## src/rtl/addsub_pkg.sv

```systemverilog
package addsub_pkg;
  localparam int unsigned DW      = 32;
  localparam int unsigned NLANE   = 3;
  localparam int unsigned FLAG_W  = 5;
  localparam int unsigned BCD_W   = 8;

  typedef enum logic [3:0] {
    OP_ADD   = 4'd0,
    OP_SUB   = 4'd1,
    OP_ADDC  = 4'd2,
    OP_SUBC  = 4'd3,
    OP_INC   = 4'd4,
    OP_DEC   = 4'd5,
    OP_ADDA  = 4'd6,
    OP_SUBA  = 4'd7,
    OP_DADJA = 4'd8,
    OP_DADJS = 4'd9
  } op_e;

  typedef enum logic [1:0] {
    SZ_B = 2'd0,
    SZ_W = 2'd1,
    SZ_L = 2'd2,
    SZ_X = 2'd3
  } size_e;

  typedef struct packed {
    logic n;
    logic z;
    logic v;
    logic c;
    logic h;
  } flags_t;
endpackage

```

## src/rtl/addsub_legal.sv

```systemverilog
module addsub_legal
  import addsub_pkg::*;
(
  input  logic [3:0] op_i,
  input  logic [1:0] size_i,
  input  logic       imm_i,
  input  logic [1:0] step_i,
  output logic       illegal_o
);
  always_comb begin
    illegal_o = 1'b0;
    if (size_i == SZ_X) illegal_o = 1'b1;
    unique case (op_i)
      OP_ADD, OP_ADDC, OP_SUBC: ;
      OP_SUB:  if (size_i == SZ_B && imm_i) illegal_o = 1'b1;
      OP_INC, OP_DEC: begin
        if (step_i[1]) illegal_o = 1'b1;
        if (size_i == SZ_B && step_i != 2'd0) illegal_o = 1'b1;
      end
      OP_ADDA, OP_SUBA: begin
        if (size_i != SZ_L || step_i == 2'd3) illegal_o = 1'b1;
      end
      OP_DADJA, OP_DADJS: if (size_i != SZ_B) illegal_o = 1'b1;
      default: illegal_o = 1'b1;
    endcase
  end
endmodule

```

## src/rtl/addsub_adder.sv

```systemverilog
module addsub_adder
  import addsub_pkg::*;
#(
  parameter int unsigned W_DATA = DW
) (
  input  logic [W_DATA-1:0] a_i,
  input  logic [W_DATA-1:0] b_i,
  input  logic              cin_i,
  input  logic              sub_i,
  input  logic [1:0]        size_i,
  output logic [W_DATA-1:0] res_o,
  output logic              n_o,
  output logic              z_o,
  output logic              v_o,
  output logic              c_o,
  output logic              h_o
);
  logic [W_DATA-1:0] lane_res [NLANE];
  logic [NLANE-1:0]  lane_n, lane_z, lane_v, lane_c, lane_h;

  for (genvar gi = 0; gi < NLANE; gi++) begin : g_lane
    localparam int unsigned W  = 8 << gi;
    localparam int unsigned HB = W - 4;   // half-carry taken out of bit W-5
    logic [W:0]  full;
    logic [HB:0] half;
    logic        a_msb, b_msb, r_msb;

    assign full = sub_i
      ? ({1'b0, a_i[W-1:0]} - {1'b0, b_i[W-1:0]} - (W+1)'(cin_i))
      : ({1'b0, a_i[W-1:0]} + {1'b0, b_i[W-1:0]} + (W+1)'(cin_i));
    assign half = sub_i
      ? ({1'b0, a_i[HB-1:0]} - {1'b0, b_i[HB-1:0]} - (HB+1)'(cin_i))
      : ({1'b0, a_i[HB-1:0]} + {1'b0, b_i[HB-1:0]} + (HB+1)'(cin_i));

    assign a_msb = a_i[W-1];
    assign b_msb = b_i[W-1];
    assign r_msb = full[W-1];

    assign lane_n[gi] = r_msb;
    assign lane_z[gi] = (full[W-1:0] == '0);
    assign lane_c[gi] = full[W];
    assign lane_h[gi] = half[HB];
    assign lane_v[gi] = (sub_i ? (a_msb != b_msb) : (a_msb == b_msb)) && (r_msb != a_msb);

    if (W < W_DATA) begin : g_part
      assign lane_res[gi] = {a_i[W_DATA-1:W], full[W-1:0]};
    end else begin : g_full
      assign lane_res[gi] = full[W_DATA-1:0];
    end
  end

  logic [1:0] sel;
  assign sel = (size_i == SZ_X) ? 2'(SZ_L) : size_i;

  assign res_o = lane_res[sel];
  assign n_o   = lane_n[sel];
  assign z_o   = lane_z[sel];
  assign v_o   = lane_v[sel];
  assign c_o   = lane_c[sel];
  assign h_o   = lane_h[sel];
endmodule

```

## src/rtl/addsub_dadj.sv

```systemverilog
module addsub_dadj
  import addsub_pkg::*;
(
  input  logic [BCD_W-1:0] val_i,
  input  logic             sub_i,
  input  logic             c_i,
  input  logic             h_i,
  output logic [BCD_W-1:0] val_o,
  output logic             c_o
);
  logic       lo_fix, hi_fix;
  logic [7:0] corr;

  always_comb begin
    if (sub_i) begin
      lo_fix = h_i;
      hi_fix = c_i;
    end else begin
      lo_fix = h_i || (val_i[3:0] > 4'd9);
      hi_fix = c_i || (val_i > 8'h99);
    end
    corr  = {1'b0, hi_fix, hi_fix, 1'b0, 1'b0, lo_fix, lo_fix, 1'b0};
    val_o = sub_i ? (val_i - corr) : (val_i + corr);
    c_o   = hi_fix;
  end
endmodule

```

## src/rtl/addsub_unit.sv

```systemverilog
module addsub_unit
  import addsub_pkg::*;
(
  input  logic        clk_i,
  input  logic        rst_ni,
  input  logic        valid_i,
  input  logic [3:0]  op_i,
  input  logic [1:0]  size_i,
  input  logic        imm_i,
  input  logic [1:0]  step_i,
  input  logic [31:0] dst_i,
  input  logic [31:0] src_i,
  input  logic [4:0]  flags_i,
  output logic        valid_o,
  output logic        illegal_o,
  output logic [31:0] res_o,
  output logic [4:0]  flags_o
);
  flags_t      fin, fnext;
  logic        illegal;
  logic [DW-1:0] b_opnd, step_val, add_res, rnext;
  logic        cin, is_sub;
  logic        a_n, a_z, a_v, a_c, a_h;
  logic [BCD_W-1:0] dj_val;
  logic        dj_c;

  assign fin      = flags_t'(flags_i);
  assign step_val = DW'(1) << step_i;

  addsub_legal u_legal (
    .op_i      (op_i),
    .size_i    (size_i),
    .imm_i     (imm_i),
    .step_i    (step_i),
    .illegal_o (illegal)
  );

  always_comb begin
    b_opnd = src_i;
    cin    = 1'b0;
    is_sub = 1'b0;
    unique case (op_i)
      OP_SUB:            is_sub = 1'b1;
      OP_ADDC:           cin = fin.c;
      OP_SUBC:           begin cin = fin.c; is_sub = 1'b1; end
      OP_INC, OP_ADDA:   b_opnd = step_val;
      OP_DEC, OP_SUBA:   begin b_opnd = step_val; is_sub = 1'b1; end
      default: ;
    endcase
  end

  addsub_adder #(.W_DATA(DW)) u_adder (
    .a_i    (dst_i),
    .b_i    (b_opnd),
    .cin_i  (cin),
    .sub_i  (is_sub),
    .size_i (size_i),
    .res_o  (add_res),
    .n_o    (a_n),
    .z_o    (a_z),
    .v_o    (a_v),
    .c_o    (a_c),
    .h_o    (a_h)
  );

  addsub_dadj u_dadj (
    .val_i (dst_i[BCD_W-1:0]),
    .sub_i (op_i == OP_DADJS),
    .c_i   (fin.c),
    .h_i   (fin.h),
    .val_o (dj_val),
    .c_o   (dj_c)
  );

  always_comb begin
    rnext = dst_i;
    fnext = fin;
    if (!illegal) begin
      unique case (op_i)
        OP_ADD, OP_SUB: begin
          rnext = add_res;
          fnext = '{n: a_n, z: a_z, v: a_v, c: a_c, h: a_h};
        end
        OP_ADDC, OP_SUBC: begin
          rnext = add_res;
          fnext = '{n: a_n, z: a_z & fin.z, v: a_v, c: a_c, h: a_h};
        end
        OP_INC, OP_DEC: begin
          rnext   = add_res;
          fnext.n = a_n;
          fnext.z = a_z;
          fnext.v = a_v;
        end
        OP_ADDA, OP_SUBA: rnext = add_res;
        OP_DADJA, OP_DADJS: begin
          rnext   = {dst_i[DW-1:BCD_W], dj_val};
          fnext.n = dj_val[BCD_W-1];
          fnext.z = (dj_val == '0);
          fnext.c = dj_c;
        end
        default: ;
      endcase
    end
  end

  always_ff @(posedge clk_i or negedge rst_ni) begin
    if (!rst_ni) begin
      valid_o   <= 1'b0;
      illegal_o <= 1'b0;
      res_o     <= '0;
      flags_o   <= '0;
    end else begin
      valid_o <= valid_i;
      if (valid_i) begin
        illegal_o <= illegal;
        res_o     <= rnext;
        flags_o   <= fnext;
      end
    end
  end

  a_r10_illegal_passthru: assert property (@(posedge clk_i) disable iff (!rst_ni)
    valid_i && illegal |=> illegal_o && res_o == $past(dst_i) && flags_o == $past(flags_i));

  a_r5_addr_flags_kept: assert property (@(posedge clk_i) disable iff (!rst_ni)
    valid_i && !illegal && (op_i == OP_ADDA || op_i == OP_SUBA) |=> flags_o == $past(flags_i));

  a_r3_carry_half_kept: assert property (@(posedge clk_i) disable iff (!rst_ni)
    valid_i && !illegal && (op_i == OP_INC || op_i == OP_DEC)
    |=> flags_o[1:0] == $past(flags_i[1:0]));

  a_r2_zero_sticky: assert property (@(posedge clk_i) disable iff (!rst_ni)
    valid_i && !illegal && (op_i == OP_ADDC || op_i == OP_SUBC) && !flags_i[3] |=> !flags_o[3]);

  a_r1_upper_kept: assert property (@(posedge clk_i) disable iff (!rst_ni)
    valid_i && !illegal && size_i == SZ_B && op_i <= OP_DEC |=> res_o[31:8] == $past(dst_i[31:8]));

  a_r11_hold: assert property (@(posedge clk_i) disable iff (!rst_ni)
    !valid_i |=> !valid_o && $stable(res_o) && $stable(flags_o) && $stable(illegal_o));
endmodule

```

## config.mk

```make
export PLATFORM = sky130hd
export DESIGN_NAME = addsub_unit
export DESIGN_NICKNAME = d
export VERILOG_FILES = /design/src/rtl/addsub_pkg.sv /design/src/rtl/addsub_legal.sv /design/src/rtl/addsub_adder.sv /design/src/rtl/addsub_dadj.sv /design/src/rtl/addsub_unit.sv
export SDC_FILE = /design/constraint.sdc
export NUM_CORES = 1
export LEC_CHECK = 0
export ABC_AREA = 0
export BUFFER_PORTS_ARGS = -buffer_cell sky130_fd_sc_hd__buf_4
export CAP_MARGIN = 25
export CORE_MARGIN = 10
export CORE_UTILIZATION = 54
export DETAILED_ROUTE_END_ITERATION = 16
export GPL_ROUTABILITY_DRIVEN = 0
export GPL_TIMING_DRIVEN = 0
export PLACE_DENSITY_LB_ADDON = 0.15
export SYNTH_ARGS = -nofsm -noshare
export SYNTH_HDL_FRONTEND = slang
export SYNTH_HIERARCHICAL = 1
export SYNTH_SLANG_ARGS = --single-unit
```

## constraint.sdc

```tcl
create_clock -name clk_i -period 0.8 [get_ports clk_i]
set_clock_uncertainty 0.05 [all_clocks]
set_input_delay 0 -clock clk_i [delete_from_list [all_inputs] [get_ports clk_i]]
set_output_delay 0 -clock clk_i [all_outputs]
set_load 0.02 [all_outputs]
```

## Word level (Yosys, flattened, before mapping)

Index checks and enable logic that the tools add are counted.

| word-level totals | value |
|---|---|
| register bits after elaboration | 39 |
| latch bits | 0 |
| RAM bits | 0 |
| bits in read-only memories | 0 |
| memories kept | 0 |

| operators by class | value |
|---|---|
| $add $sub $neg | 26 |
| multiply operators | 0 |
| divide/modulo/power cells | 0 |
| order comparisons | 4 |
| equal/unequal tests | 21 |
| shifts and indexed selects | 1 |
| muxes and demuxes | 43 |
| bitwise gates (word level) | 2 |
| reduce and logical (&&, ||, !) cells | 27 |

Operator list:

| kind | number |
|---|---|
| $mux W32 | 4 |
| $bmux W32 S2 | 1 |
| $pmux W32 S2 | 1 |
| $add A32 B32 Y33 | 1 |
| $add A33 B1 Y33 | 1 |
| $mux W33 | 1 |
| $sub A32 B32 Y33 | 1 |
| $sub A33 B1 Y33 | 1 |
| $logic_not A32 Y1 | 1 |
| $shl A1 B2 Y32 const A | 1 |
| $add A28 B28 Y29 | 1 |
| $add A29 B1 Y29 | 1 |
| $mux W29 | 1 |
| $sub A28 B28 Y29 | 1 |
| $sub A29 B1 Y29 | 1 |
| $mux W1 | 20 |
| $add A16 B16 Y17 | 1 |
| $add A17 B1 Y17 | 1 |
| $mux W17 | 1 |
| $sub A16 B16 Y17 | 1 |
| $sub A17 B1 Y17 | 1 |
| $eq A4 B3 Y1 const B | 4 |
| $logic_not A16 Y1 | 1 |
| $logic_not A8 Y1 | 2 |
| 46 further kinds | 74 |

## Logic depth before layout (Yosys ltp)

| logic depth | value |
|---|---|
| depth after elaboration | 12 |
| depth in mapped cells | 24 |

## Modules after synthesis

Netlist, hierarchy kept.

By module, submodules not included:

| module | times used | cells each | area an instance (sq um) | seq. area each (sq um) |
|---|---|---|---|---|
| addsub_adder | 1 | 828 | 5617.9 | 0.0 |
| addsub_unit | 1 | 255 | 2225.9 | 975.9 |
| addsub_dadj | 1 | 57 | 401.6 | 0.0 |
| addsub_legal | 1 | 10 | 67.6 | 0.0 |

## Worst setup path before layout

OpenSTA, ideal clock, no wires.

| path | value |
|---|---|
| kind | input to register |
| from | input op_i[3] |
| to | register flags_o[3] |
| library setup time | 0.083 ns |
| arrival time | 4.069 ns |
| path slack | -3.401 ns |
| cell stages on the path | 23 |
| buffers on the path | 2 |
| cell sequence | nand2b_1 -> clkbuf_1 -> buf_2 -> o31ai_1 -> inv_1 -> fa_1 -> inv_1 -> ha_1 -> o211a_1 -> a211oi_2 -> a211oi_1 -> a211o_1 -> a21oi_1 -> mux2i_1 -> nor4_1 -> nor4_1 -> nand4_1 -> o41ai_1 -> and3_1 -> nor2b_1 -> a211oi_1 -> o21a_1 -> o22ai_1 |

| on the way | value |
|---|---|
| longest elaborated chain between the ends | 12 |
| elaborated cells between the ends (all ways) | 51 |

Ends and longest elaborated chain:

| item | RTL line | RTL |
|---|---|---|
| start: declaration | addsub_unit.sv:7 | `input logic [3:0] op_i,` |
| $eq A4 B3 Y1 | addsub_unit.sv:42 | `unique case (op_i)` |
| $reduce_or A4 Y1 (no source line) (*) | n/a |  |
| $mux W32 (*) | addsub_unit.sv:42 |  |
| net b_opnd[0] | addsub_unit.sv:21 | `logic [DW-1:0] b_opnd, step_val, add_res, rnext;` |
| $add A32 B32 Y33 (tied with other cells) | addsub_adder.sv:30 | `: ({1'b0, a_i[W-1:0]} + {1'b0, b_i[W-1:0]} + (W+1)'(cin_i));` |
| $add A33 B1 Y33 (tied with other cells) | addsub_adder.sv:30 |  |
| $mux W33 (tied with other cells) | addsub_adder.sv:29 | `? ({1'b0, a_i[W-1:0]} - {1'b0, b_i[W-1:0]} - (W+1)'(cin_i))` |
| $logic_not A32 Y1 (tied with other cells) | addsub_adder.sv:40 | `assign lane_z[gi] = (full[W-1:0] == '0);` |
| $bmux W1 S2 (*) | addsub_adder.sv:57 | `assign z_o = lane_z[sel];` |
| $mux W1 (not written as such) (*) | addsub_adder.sv:57 |  |
| net a_z | addsub_unit.sv:23 | `logic a_n, a_z, a_v, a_c, a_h;` |
| $and A1 B1 Y1 | addsub_unit.sv:86 | `fnext = '{n: a_n, z: a_z & fin.z, v: a_v, c: a_c, h: a_h};` |
| $pmux W2 S3 (*) | addsub_unit.sv:79 | `unique case (op_i)` |
| $mux W5 (*) | addsub_unit.sv:78 | `if (!illegal) begin` |
| end signal: assignment | addsub_unit.sv:117 | `flags_o <= fnext;` |
| end: declaration | addsub_unit.sv:17 | `output logic [4:0] flags_o` |

The timed path passes the listed nets; every way through them passes the cells marked *. The select of a mux whose other input is x is not followed.
A chain may end at the register's enable or synchronous reset.

## Worst setup path in the final report

Ends and elaborated chain as after synthesis.

==> run summary <==
Fin Hold WS = -0.00499 ns
fin crit share = 561%
Internal Power = 9390 uW
Clock power frac = 13.5%
Yosys top cell area share = 15.2%
Synth Instances = 1150
DRC violation count after routing = 0
fmax = 0.223 GHz
post-route insts no fill = 1562
crit path cell chain = buf_8 > nand2b_4 > buf_8 > o31ai_2 > inv_1 > fa_2 > fa_2 > nor3b_2 > o21ai_2 > o2111ai_4 > o211ai_4 > buf_6 > a211oi_4 > o41ai_4 > xor2_2 > a211o_1 > o41ai_2 > and3_1 > nor2b_4 > a211oi_2 > o21a_1 > o22ai_1
Hold Path Class = in2reg
Leakage = 0.00516 uW
max_slew headroom = 32.9%
initial antenna violation count = 0
Sink Count = 39
mapped cell area = 0.00831 mm^2
initial core utilization = 54.9%
final setup vio count = 77
Place WS = -4.35 ns
simple-gate share of the synthesized area = 23.7%
Ports = 120
average via count per standard cell = 6.54
max-slew violations = 0
sequential cell area = 976 um^2
R2R Path Start = res_o[7]$_DFFE_PN0P_
Synth Area in XOR/XNOR = 5.69%
top post-synthesis cells by area = ha_1 15%, dfrtp_1 12%, a21oi_1 6.6%
CP Capture Type = flip-flop
overall routing resource usage = 30.5%
Clock Latency Late Sink = 0.28 ns
vias = 10200
Setup crit start = op_i[3]
WP data arrival = 4.65 ns
CP max stage delay = 0.39 ns
Final Core Density = 79.3%
Detailed Route WL = 34600 um
TritonCTS Buffers = 5
post-synthesis mux area share = 6.52%
hold path startpoint = flags_i[3]
htree depth = 2
clock slew at reported path FFs = 0.06 ns
layout cells sized above 1 = 35.7%
Final Critical Period = 4.49 ns
critical path type = in2reg
Pwr Total = 17600 uW
EDFF count, synth = 0
power per cell area = 1470 mW/mm^2
DR pass1 iterations = 6
largest family of logic cells by synthesized area = compound AO/OA/AOI/OAI gates
Switching Fraction = 46.8%
chip width = 144 um
placed wire-length estimate = 23800 um
pin count of the biggest net entering global routing = 40
GR Overflow Total = 0
Avg Cell Area, Syn = 7.23 um^2
vias in the first global route = 9813
DIE AREA = 0.0208 mm^2
switching pwr = 8250 uW
startpoint class of the critical path = input pin
compound-cell area share of the yosys netlist = 27.6%
starting DRC count in detailed routing = 1293
unrepaired setup endpoints after global routing = yes
Placed Cells = 1457
post-synth top area cell = ha_1
antenna viol nets, final = 0
failing checks = negative hold slack, negative setup slack
WP data required = 0.96 ns
area of the multi-input gates = 0.00792 mm^2
top cells by count, synth = 110 x a21oi_1, 110 x inv_1, 107 x nor2_1, 106 x nand2_1, 101 x ha_1
CTS Buffer Depth = 2
Primary FF master, synth = dfrtp_1
synthesis-to-finish area growth = 44.5%
count of state elements after synthesis = 39
Peak supply drop = 0.00119 V
Worst path slowest cell = fa_2
Site Rows = 45
fill count = 977
first-pass GRT wire length = 50700 um
register area share after synthesis = 11.7%
routed length per instance = 22.1 um
Nets = 1560
Combinational Power Share = 72.8%
CTS tree = yes
setup TNS = -99.83 ns
adder-cell share of the synthesized area = 16.4%
ys async rst share = 100%
root buf cell = clkbuf_16
Seq pwr share = 13.7%
max cap viols = 0
Cell variety after synth = 94
diode count = 0
Core Region = 0.0151 mm^2
Yosys warnings = 6
largest fanout on the critical path = 8
status = complete, but fails checks
slack of the critical path = -3.69 ns
Final Hold Viols = 1
PortBufs = 119
Die H = 144 um
Least-Margin Pin Slew = 0.997 ns
Post-Syn Nets = 1337
[per-stage QoR]
step,instance area (um^2),hold slack (ns)
2_1_floorplan,8470,-0.346
3_3_place_gp,9600,-0.0495
3_5_place_dp,9600,-0.0535
4_1_cts,11400,-0.0152
5_1_grt,12000,0.0146
6_report,12000,-0.00499
[cell usage in the layout (no fill, tap or decap), types with 13 or more instances in the layout]
cell type	n
buf_4	146
nor2_1	103
inv_1	103
nand2_1	92
a21oi_1	86
ha_1	80
buf_6	79
dfrtp_1	39
mux2i_1	33
xnor2_1	32
and2_1	25
o21ai_0	23
a21oi_2	23
nor3_1	22
o21ai_1	19
nand3_1	19
nor2b_1	18
nor4_1	16
nand2_2	14
clkbuf_1	14
o31ai_1	14
ha_4	14
nand2b_1	13
o21ai_2	13
buf_2	13
a21o_1	13
[power by group through the flow]
stage | clock, uW | sequential (uW) | combinational, uW
2_1_floorplan | 0 | 2670 | 6160
3_3_place_gp | 0 | 2390 | 8990
3_5_place_dp | 0 | 2390 | 9090
4_1_cts | 2370 | 2400 | 11300
5_1_grt | 2450 | 2440 | 13500
6_report | 2380 | 2420 | 12800
[worst max-delay path: cells and delay by family]
kind	cells	cell delay [ns]
AO/OA/AOI/OAI	11	2.27
XOR/XNOR	1	0.19
adder cells (fa/ha/maj)	2	0.78
buffers and inverters	4	0.53
AND/OR/NAND/NOR	4	0.84
[sequential cells by signal, summed over array words and instances, names as in the netlist]
signal,flops
illegal_o,1
res_o,32
valid_o,1
flags_o,5
[cell families (layout without fill, tap and decap cells)]
group / after synthesis / count (layout)
buffers and inverters: 168 / 392
XOR/XNOR: 54 / 54
multiplexers: 53 / 53
adder cells (fa/ha/maj): 106 / 106
AND/OR/NAND/NOR: 397 / 397
flip-flops: 39 / 39
AO/OA/AOI/OAI: 333 / 333
[worst paths after layout]
check,slack (ns),to,cells after the start
worst max-delay path,-3.69,flags_o[3]$_DFFE_PN0P_,22
worst min-delay path,-0.005,flags_o[3]$_DFFE_PN0P_,3
worst max register to register,-0.11,res_o[7]$_DFFE_PN0P_,3
worst min register to register,0.49,res_o[13]$_DFFE_PN0P_,2
max in group asynchronous,0.17,res_o[2]$_DFFE_PN0P_,2
min in group asynchronous,0.18,res_o[25]$_DFFE_PN0P_,2
[final cells by class]
cell class | instances | share of cell area [%]
sequential | 39 | 8.13
multi-input combinational | 943 | 66.0
timing repair buffer | 221 | 16.4
clock inverter | 2 | 0.292
clock buffer | 6 | 1.16
buffer | 50 | 2.61
tap | 188 | 1.96
inverter | 113 | 3.53
[metal layers]
metal	global-route usage [%]	routed length, um
met5	0	0
met4	17.8	2240
met3	4.66	3230
met2	50.9	16300
met1	36.4	12800
[what timing repair did]
action,CTS,global route
buffers inserted,77,27
gates cloned,1,1
endpoints found under the hold margin,47,0
hold buffers,7,0
gates resized for setup,235,101
setup endpoints to repair,77,77
pin swaps,75,73
Power figures use the tool's default switching activity.
